`config.mk`:
```
export PLATFORM = sky130hd
export DESIGN_NAME = uart_rx_os
export DESIGN_NICKNAME = d
export VERILOG_FILES = /design/src/rtl/uart_rx_pkg.sv /design/src/rtl/uart_os_tick.sv /design/src/rtl/uart_line_filter.sv /design/src/rtl/uart_bit_seq.sv /design/src/rtl/uart_rx_os.sv
export SDC_FILE = /design/constraint.sdc
export NUM_CORES = 1
export LEC_CHECK = 0
export BUFFER_PORTS_ARGS = -buffer_cell sky130_fd_sc_hd__buf_2
export CORE_MARGIN = 8
export CORE_UTILIZATION = 56
export DETAILED_ROUTE_END_ITERATION = 8
export GPL_TIMING_DRIVEN = 0
export PLACE_DENSITY = 0.75
export REMOVE_ABC_BUFFERS = 1
export SKIP_LAST_GASP = 1
export SLEW_MARGIN = 20
export SYNTH_ARGS = -nofsm -noshare
export SYNTH_HDL_FRONTEND = slang
export SYNTH_SLANG_ARGS = --single-unit
```
`constraint.sdc`:
```
create_clock -name clk -period 1.8 [get_ports clk]
set_clock_uncertainty 0.05 [all_clocks]
set_input_delay 0.36 -clock clk [delete_from_list [all_inputs] [get_ports clk]]
set_output_delay 0.36 -clock clk [all_outputs]
set_load 0.01 [all_outputs]
```
`src/rtl/uart_rx_pkg.sv`:
```
package uart_rx_pkg;

    // Sampling ticks per bit period; the spacing counter width follows.
    localparam int OSR       = 8;
    localparam int SPC_W     = $clog2(OSR);
    localparam int BYTE_W    = 8;
    // Hysteresis counter width and its saturation value.
    localparam int FILT_W    = 2;
    localparam int FILT_MAX  = (1 << FILT_W) - 1;
    // Spacing value loaded while idle: first bit taken OSR/2 ticks after the edge.
    localparam logic [SPC_W-1:0] SPC_ALIGN = SPC_W'(OSR / 2);

    // Data phase is marked by bit 3; the other codes are control states.
    typedef enum logic [3:0] {
        ST_IDLE  = 4'b0000,
        ST_START = 4'b0001,
        ST_STOP  = 4'b0010,
        ST_HOLD  = 4'b0011,
        ST_D0    = 4'b1000,
        ST_D1    = 4'b1001,
        ST_D2    = 4'b1010,
        ST_D3    = 4'b1011,
        ST_D4    = 4'b1100,
        ST_D5    = 4'b1101,
        ST_D6    = 4'b1110,
        ST_D7    = 4'b1111
    } rx_state_e;

    // Conditioned line as handed from the filter to the sequencer.
    typedef struct packed {
        logic tick;
        logic level;
    } line_s;

    // Increment that makes the accumulator overflow OSR times per bit.
    function automatic longint unsigned phase_inc(input longint unsigned clk_hz,
                                                  input longint unsigned baud,
                                                  input int              acc_w);
        return ((baud * OSR) << acc_w) / clk_hz;
    endfunction

    function automatic logic in_data(input rx_state_e s);
        return s[3];
    endfunction

    function automatic rx_state_e after_data(input rx_state_e s);
        return (s == ST_D7) ? ST_STOP : rx_state_e'(s + 4'd1);
    endfunction

endpackage

```
`src/rtl/uart_os_tick.sv`:
```
module uart_os_tick #(
    parameter int unsigned CLK_HZ = 50_000_000,
    parameter int unsigned BAUD   = 115_200,
    parameter int          ACC_W  = 16
) (
    input  logic clk,
    input  logic rst,
    output logic tick
);
    import uart_rx_pkg::*;

    localparam logic [ACC_W-1:0] INC = ACC_W'(phase_inc(CLK_HZ, BAUD, ACC_W));

    logic [ACC_W-1:0] acc_q;
    logic [ACC_W:0]   sum;
    logic             tick_q;

    assign sum  = {1'b0, acc_q} + {1'b0, INC};
    assign tick = tick_q;

    always_ff @(posedge clk) begin
        if (rst) begin
            acc_q  <= '0;
            tick_q <= 1'b0;
        end else begin
            acc_q  <= sum[ACC_W-1:0];
            tick_q <= sum[ACC_W];
        end
    end

    // sampling rate below half the clock, so ticks are isolated
    p_tick_isolated_r4: assert property (@(posedge clk) disable iff (rst)
        tick |=> !tick);

endmodule

```
`src/rtl/uart_line_filter.sv`:
```
module uart_line_filter (
    input  logic                clk,
    input  logic                rst,
    input  logic                tick,
    input  logic                rxd,
    output uart_rx_pkg::line_s  line
);
    import uart_rx_pkg::*;

    logic [1:0]        sync_q;
    logic [FILT_W-1:0] cnt_q;
    logic              filt_q;

    always_ff @(posedge clk) begin
        if (rst) begin
            sync_q <= 2'b11;
            cnt_q  <= FILT_W'(FILT_MAX);
            filt_q <= 1'b1;
        end else if (tick) begin
            sync_q <= {sync_q[0], rxd};
            if (sync_q[1] && cnt_q != FILT_W'(FILT_MAX))
                cnt_q <= cnt_q + 1'b1;
            else if (!sync_q[1] && cnt_q != '0)
                cnt_q <= cnt_q - 1'b1;
            if (cnt_q == FILT_W'(FILT_MAX))
                filt_q <= 1'b1;
            else if (cnt_q == '0)
                filt_q <= 1'b0;
        end
    end

    assign line.tick  = tick;
    assign line.level = filt_q;

    // cleaned line only rises after saturating high, falls after reaching zero
    p_rise_saturated_r5: assert property (@(posedge clk) disable iff (rst)
        $rose(filt_q) |-> ($past(cnt_q) == FILT_W'(FILT_MAX)));
    p_fall_empty_r5: assert property (@(posedge clk) disable iff (rst)
        $fell(filt_q) |-> ($past(cnt_q) == '0));
    p_filt_on_tick_r5: assert property (@(posedge clk) disable iff (rst)
        !tick |=> $stable(filt_q));

endmodule

```
`src/rtl/uart_bit_seq.sv`:
```
module uart_bit_seq (
    input  logic                    clk,
    input  logic                    rst,
    input  uart_rx_pkg::line_s      line,
    output logic [uart_rx_pkg::BYTE_W-1:0] rx_byte,
    output logic                    rx_valid
);
    import uart_rx_pkg::*;

    rx_state_e         st_q;
    logic [SPC_W-1:0]  spc_q;
    logic [BYTE_W-1:0] shreg_q;
    logic              vld_q;
    logic              next_bit;

    assign next_bit = (spc_q == {SPC_W{1'b1}});

    always_ff @(posedge clk) begin
        if (rst) begin
            st_q    <= ST_IDLE;
            spc_q   <= SPC_ALIGN;
            shreg_q <= '0;
            vld_q   <= 1'b0;
        end else begin
            vld_q <= 1'b0;
            if (line.tick) begin
                spc_q <= spc_q + 1'b1;
                case (st_q)
                    ST_IDLE: begin
                        // Hold the spacing counter aligned until the edge arrives.
                        spc_q <= SPC_ALIGN;
                        if (!line.level) st_q <= ST_START;
                    end
                    ST_START: begin
                        if (next_bit) st_q <= line.level ? ST_IDLE : ST_D0;
                    end
                    ST_STOP: begin
                        if (next_bit) begin
                            if (line.level) begin
                                vld_q <= 1'b1;
                                st_q  <= ST_IDLE;
                            end else begin
                                st_q  <= ST_HOLD;
                            end
                        end
                    end
                    ST_HOLD: begin
                        if (line.level) st_q <= ST_IDLE;
                    end
                    default: begin
                        if (in_data(st_q)) begin
                            if (next_bit) begin
                                shreg_q <= {line.level, shreg_q[BYTE_W-1:1]};
                                st_q    <= after_data(st_q);
                            end
                        end else begin
                            st_q <= ST_IDLE;
                        end
                    end
                endcase
            end
        end
    end

    assign rx_byte  = shreg_q;
    assign rx_valid = vld_q;

    // strobe is a single cycle, follows a tick, and leaves the machine idle
    p_valid_single_r3: assert property (@(posedge clk) disable iff (rst)
        rx_valid |=> !rx_valid);
    p_valid_after_tick_r3: assert property (@(posedge clk) disable iff (rst)
        rx_valid |-> $past(line.tick));
    p_valid_idle_r3: assert property (@(posedge clk) disable iff (rst)
        rx_valid |-> (st_q == ST_IDLE));
    // byte register only moves after a tick
    p_byte_hold_r9: assert property (@(posedge clk) disable iff (rst)
        !line.tick |=> $stable(rx_byte));
    // sequencing advances only on sampling ticks
    p_state_on_tick_r4: assert property (@(posedge clk) disable iff (rst)
        !line.tick |=> $stable(st_q));
    // a failed stop sample never yields a strobe
    p_hold_no_valid_r6: assert property (@(posedge clk) disable iff (rst)
        (st_q == ST_HOLD) |=> !rx_valid);

endmodule

```
`src/rtl/uart_rx_os.sv`:
```
module uart_rx_os #(
    parameter int unsigned CLK_HZ = 50_000_000,
    parameter int unsigned BAUD   = 115_200,
    parameter int          ACC_W  = 16
) (
    input  logic       clk,
    input  logic       rst,
    input  logic       rxd,
    output logic [7:0] rx_byte,
    output logic       rx_valid
);
    import uart_rx_pkg::*;

    logic  os_tick;
    line_s line;

    uart_os_tick #(
        .CLK_HZ (CLK_HZ),
        .BAUD   (BAUD),
        .ACC_W  (ACC_W)
    ) u_tick (
        .clk  (clk),
        .rst  (rst),
        .tick (os_tick)
    );

    uart_line_filter u_filt (
        .clk  (clk),
        .rst  (rst),
        .tick (os_tick),
        .rxd  (rxd),
        .line (line)
    );

    uart_bit_seq u_seq (
        .clk      (clk),
        .rst      (rst),
        .line     (line),
        .rx_byte  (rx_byte),
        .rx_valid (rx_valid)
    );

endmodule

```
Word level (Yosys, flattened, before mapping)
Cells that the tools add are included.
{"block": "op_classes", "n_bitwise": 4, "n_addsub": 5, "n_reduce_logical": 15, "n_eq_ne": 12, "muxes": 16}
{"operator": "$mux W4", "n": 8}
{"operator": "$add A16 B11 Y17 const B", "n": 1}
{"operator": "$pmux W4 S4", "n": 1}
{"operator": "$eq A4 B2 Y1 const B", "n": 2}
{"operator": "$reduce_or A4 Y1", "n": 2}
{"operator": "$mux W2", "n": 3}
{"operator": "$ne A2 B2 Y1 const B", "n": 3}
{"operator": "$reduce_and A6 Y1", "n": 1}
{"operator": "$reduce_bool A2 Y1", "n": 3}
{"operator": "$reduce_and A5 Y1", "n": 1}
{"operator": "$add A4 B1 Y4 const B", "n": 1}
{"operator": "$eq A4 B1 Y1 const B", "n": 1}
{"operator": "$eq A4 B4 Y1 const B", "n": 1}
{"operator": "$logic_not A4 Y1", "n": 1}
{"operator": "$ne A2 B1 Y1 const B", "n": 2}
{"operator": "$ne A4 B4 Y1 const B", "n": 1}
{"operator": "$not A1 Y1", "n": 4}
{"operator": "$reduce_and A2 Y1", "n": 2}
{"operator": "$reduce_and A4 Y1", "n": 1}
{"operator": "$add A3 B1 Y3 const B", "n": 1}
{"operator": "$eq A3 B3 Y1 const B", "n": 1}
{"operator": "$mux W1", "n": 3}
{"operator": "$mux W3", "n": 1}
{"operator": "$add A2 B1 Y2 const B", "n": 1}
{"operator": "other kinds (5)", "n": 6}
{"block": "word_totals", "wordCells": 62, "ff_bits": 38, "output_inout_bits": 9}

Longest topological paths before layout
{"block": "logic_depth", "ltp_word": 5, "depth_mapped": 6, "mapped_depth_nobuf": 6}

Hierarchy
A second synthesis with hierarchy kept.
{"block": "unflattened", "hier_cells": 200, "area_unflattened_um2": 1830.5}
{"mod": "uart_bit_seq", "area_per_inst_um2": 815.8, "instances": 1, "seq_area_each_um2": 320.3, "cells_each": 90}
{"mod": "uart_os_tick", "area_per_inst_um2": 730.7, "instances": 1, "seq_area_each_um2": 340.3, "cells_each": 83}
{"mod": "uart_line_filter", "area_per_inst_um2": 284.0, "instances": 1, "seq_area_each_um2": 100.1, "cells_each": 27}

Worst setup path before layout
OpenSTA, ideal clock, no wires.
{"block": "synth_path", "path_kind": "flip-flop to flip-flop", "from": "register u_seq.st_q[0]", "to": "register u_seq.st_q[0]", "path_stages_with_launch": 7, "path_buffers": 0, "path_slack_ns": 0.186, "t_arrival_ns": 1.473, "required_ns": 1.659, "cell_sequence": "dfxtp_1 inv_1 ha_1 mux2_2 a21oi_1 a21oi_1 a311oi_1"}
{"block": "synth_via", "elab_chain_cells": 5, "word_cells_on_any_way": 16, "cone_classes": "add/sub: 1; eq/ne: 9; mux: 4; reduce/logical: 2"}
{"item": "start, declared", "line_no": "uart_bit_seq.sv:10", "text": "rx_state_e st_q;"}
{"item": "start signal, assigned", "line_no": "uart_bit_seq.sv:35", "text": "if (next_bit) st_q <= line.level ? ST_IDLE : ST_D0;"}
{"item": "start signal, assigned", "line_no": "uart_bit_seq.sv:54", "text": "st_q <= after_data(st_q);"}
{"item": "$add A4 B1 Y4 / $eq A4 B4 Y1 (equally long branches)", "line_no": "uart_rx_pkg.sv:47", "text": "return (s == ST_D7) ? ST_STOP : rx_state_e'(s + 4'd1);"}
{"item": "$mux W4", "line_no": "uart_rx_pkg.sv:47"}
{"item": "$mux W4", "line_no": "uart_bit_seq.sv:52", "text": "if (next_bit) begin"}
{"item": "$mux W4", "line_no": "uart_bit_seq.sv:51", "text": "if (in_data(st_q)) begin"}
{"item": "$pmux W4 S4", "line_no": "uart_bit_seq.sv:28", "text": "case (st_q)"}
Several ways; a longest one is shown, not always the timed one. The select of a mux whose other input is x is not followed.
A chain may end at the register's enable or synchronous reset.

Final worst setup path
{"block": "layout_path", "from": "register u_tick.acc_q[0]", "to": "register u_tick.acc_q[8]"}
{"block": "layout_via", "elab_chain_cells": 1}
{"item": "start, declared", "line_no": "uart_os_tick.sv:14", "text": "logic [ACC_W-1:0] acc_q;"}
{"item": "start signal, assigned", "line_no": "uart_os_tick.sv:26", "text": "acc_q <= sum[ACC_W-1:0];"}
{"item": "$add A16 B11 Y17", "line_no": "uart_os_tick.sv:18", "text": "assign sum = {1'b0, acc_q} + {1'b0, INC};"}
Every way passes these cells.

==> key figures <==
Outcome
  • Run status: finished, final reports clean

Floorplanning
  • Core area: 0.00308 sq mm
  • Die area: 0.00536 sq mm
  • Rows: 20
  • Ports: 12
  • Chip width: 73.2 um
  • Starting Density: 59.6%
  • Chip Height: 73.2 um

Yosys
  • Register area share after synthesis: 41.5%
  • Ys async rst share: 0%
  • Synth Flop Type: dfxtp_1
  • Cell area after technology mapping: 0.00183 sq mm
  • YS warnings: 0
  • Synthesized flop and latch total: 38
  • Mapped Cells: just over 200
  • Syn Area/Cell: 9.08 sq um
  • Netlist cell types: 51
  • Post-synth EDFFs: 0

Timing
  • Slew Viols, Final: 0
  • RSZ-0062 raised after global routing: yes
  • Final WS setup: 0.0447 ns
  • Worst slew pin tran: 0.637 ns
  • Fin Hold WS: 0.193 ns
  • Final Hold Fails: 0
  • Slew headroom: 57.5%
  • Tcrit/Tclk final: about 98%
  • Setup_tns: 0 ns
  • Fmax: 570 MHz
  • Final setup viols: 0
  • Min cycle time layout: 1.76 ns

Global routing
  • Initial antenna violation count: 0
  • GRT overflow: 0
  • Total GRT Usage: between 10 and 15%
  • Largest net degree at the start of global routing: 38
  • Vias in the first global route: 1395
  • First-pass GRT wire length: around 5900 um

Finish
  • Seq. cell area: 762 sq um
  • Finished Layout Cells: 256
  • Fin util: about two thirds
  • ANT cells: 0
  • Fillcell total: 268
  • Final Cell Area: ~0.002 sq mm
  • Total Nets Final: about 220
  • Ratio of cells with drive above 1 in the final layout: 17.0%
  • Multi-input logic area: 0.00102 sq mm
  • Commonest non-fill, non-tap cell in the layout: dfxtp_1
  • Most frequent cells in the layout: dfxtp_1, nor2_1, a21oi_1
  • Layout area overhead: 9.55%

Critical path
  • Worst Path Arrival: 1.96 ns
  • Setup crit start kind: flop
  • R2r endpoint: u_tick.acc_q[8]
  • Largest fanout on the critical path: 5
  • Worst setup path start: u_tick.acc_q[0]
  • Worst EP required: 2.00 ns
  • Crit. End Element: flop
  • Crit path kind: reg -> reg
  • Path depth of the worst reg2reg path: 6
  • Worst R2R Setup Slack: about 0.045 ns
  • Reg-to-reg startpoint: u_tick.acc_q[0]

Place
  • Post-DP HPWL: 2430 um
  • Placed insts: 248
  • Routability cong.: about 0.89
  • Placed inst area: about 0.0019 sq mm
  • Port Buf Inserts: 11
  • Post-Place Worst Slack: 0.00125 ns

Power and ir drop
  • Post-layout total power: 1.90 mW
  • Peak supply drop: 0.000632 V
  • P per Cell Area: 945 mW/mm^2
  • P_leak: 0.834 nW

Drt
  • DRC errors left: 0
  • Number of nets with antenna violations after routing: 0
  • DRT iter0 DRCs: 87
  • Final wirelength: 3560 um
  • Avg WL per Cell: between 10 and 15 um
  • TritonRoute pass-1 iters: 4
  • Via/cell ratio: 5.90
  • Via Count: between 1500 and 2000

Worst hold path
  • Hold Crit Endpoint: u_filt.sync_q[0]
  • Worst hold path depth: 3
  • Worst hold path startpoint: rxd
  • Hold Path Class: in -> reg

CTS
  • CTS max path bufs: 2
  • Clk root buf: clkbuf_4
  • Clock latency on the worst-skew pair: 0.35 ns
  • CTS Buf Count: 5
  • H-tree Lvls: 2
  • Clock Pin Slew Worst Setup and Hold Paths: around 0.12 ns
  • Clk sinks: 38
  • TritonCTS clock tree: done

Job
  • Max_cap viols: 0
==> Yosys cell counts, types with 2 or more instances <==
library cell / count / area (sq um)
or4_1: 2 / 15.0
nand2_1: 13 / 48.8
xnor2_1: 4 / 35.0
nor2_1: 20 / 75.1
mux2i_1: 11 / 110
a21oi_1: 18 / 90.1
dfxtp_1: 38 / 761
and3_1: 2 / 12.5
o211ai_1: 2 / 15.0
a311oi_1: 2 / 17.5
buf_2: 3 / 15.0
o31ai_1: 2 / 15.0
ha_1: 9 / 113
nor4b_1: 5 / 43.8
nand3_1: 8 / 40.0
o21ai_0: 6 / 30.0
o21bai_1: 2 / 15.0
inv_1: 11 / 41.3
mux2_2: 3 / 33.8
clkbuf_1: 3 / 11.3
o21ba_2: 2 / 20.0
or3_1: 4 / 25.0
nand4_1: 3 / 18.8
nor3_1: 2 / 10.0
==> critical path, cell delays in order, from the launching register on <==
cell and delay, ns:
dfxtp_1 0.37, inv_1 0.07, ha_1 0.22, nand2b_4 0.10, a211o_1 0.33, a21oi_1 0.17
mux2_2 0.34
==> logic make-up (layout without fill, tap and decap cells) <==
group | Yosys count | in the layout | share of synthesized area [%]
XOR/XNOR | 5 | 5 | 2.39
adder cells (fa/ha/maj) | 9 | 9 | 6.14
AND/OR/NAND/NOR | 71 | 71 | 21.1
buffers and inverters | 20 | 30 | 4.77
flip-flops | 38 | 38 | 41.5
multiplexers | 14 | 14 | 7.84
AO/OA/AOI/OAI | 45 | 45 | 16.3
==> sequential cells by signal (all words and copies together) (netlist names) <==
| name | flops |
|---|---|
| u_seq.st_q | 4 |
| u_seq.spc_q | 3 |
| u_tick.tick | 1 |
| u_filt.sync_q | 2 |
| u_tick.acc_q | 16 |
| u_filt.cnt_q | 2 |
| u_seq.rx_byte | 8 |
| u_filt.filt_q | 1 |
| u_seq.rx_valid | 1 |
==> power by group <==
part           total, mW  switching [mW]  internal, mW
registers           1.02           0.111         0.910
clock network      0.579           0.291         0.288
logic              0.297           0.150         0.147
total               1.90           0.553          1.34
==> layout make-up <==
| class | count | share of cell area [%] |
|---|---|---|
| multi-input cells | 144 | 50.7 |
| flip-flops and latches | 38 | 37.9 |
| repair buffers | 11 | 2.74 |
| well taps | 44 | 2.74 |
| inverters | 11 | 2.05 |
| clock inverters | 3 | 1.99 |
| clock buffers | 5 | 1.87 |
==> worst max-delay path by stage <==
stage                            end  slack (ns)  cells after the start
global route           u_seq.st_q[0]       -0.03                      6
detailed placement     u_seq.st_q[0]       0.001                      6
global placement       u_seq.st_q[1]        0.05                      6
CTS                 u_tick.acc_q[14]        0.01                      6
floorplan              u_seq.st_q[0]        0.19                      6
finish               u_tick.acc_q[8]        0.04                      6
==> routing by layer <==
layer | global-route usage, % | routed length (um) | up-vias
met5 | 0 | 0 | -
met2 | 23.2 | 1780 | 36
li1 | - | - | 748
met4 | 7.11 | 68 | 0
met3 | 3.43 | 142 | 8
met1 | 15.7 | 1570 | 718
==> repair_timing <==
| action | in CTS | in global routing |
|---|---|---|
| hold buffers | 0 | 0 |
| buffers inserted | 0 | 0 |
| gates resized for setup | 1 | 6 |
| endpoints found under the setup margin | 2 | 13 |
(Power assumes the default switching activity.)
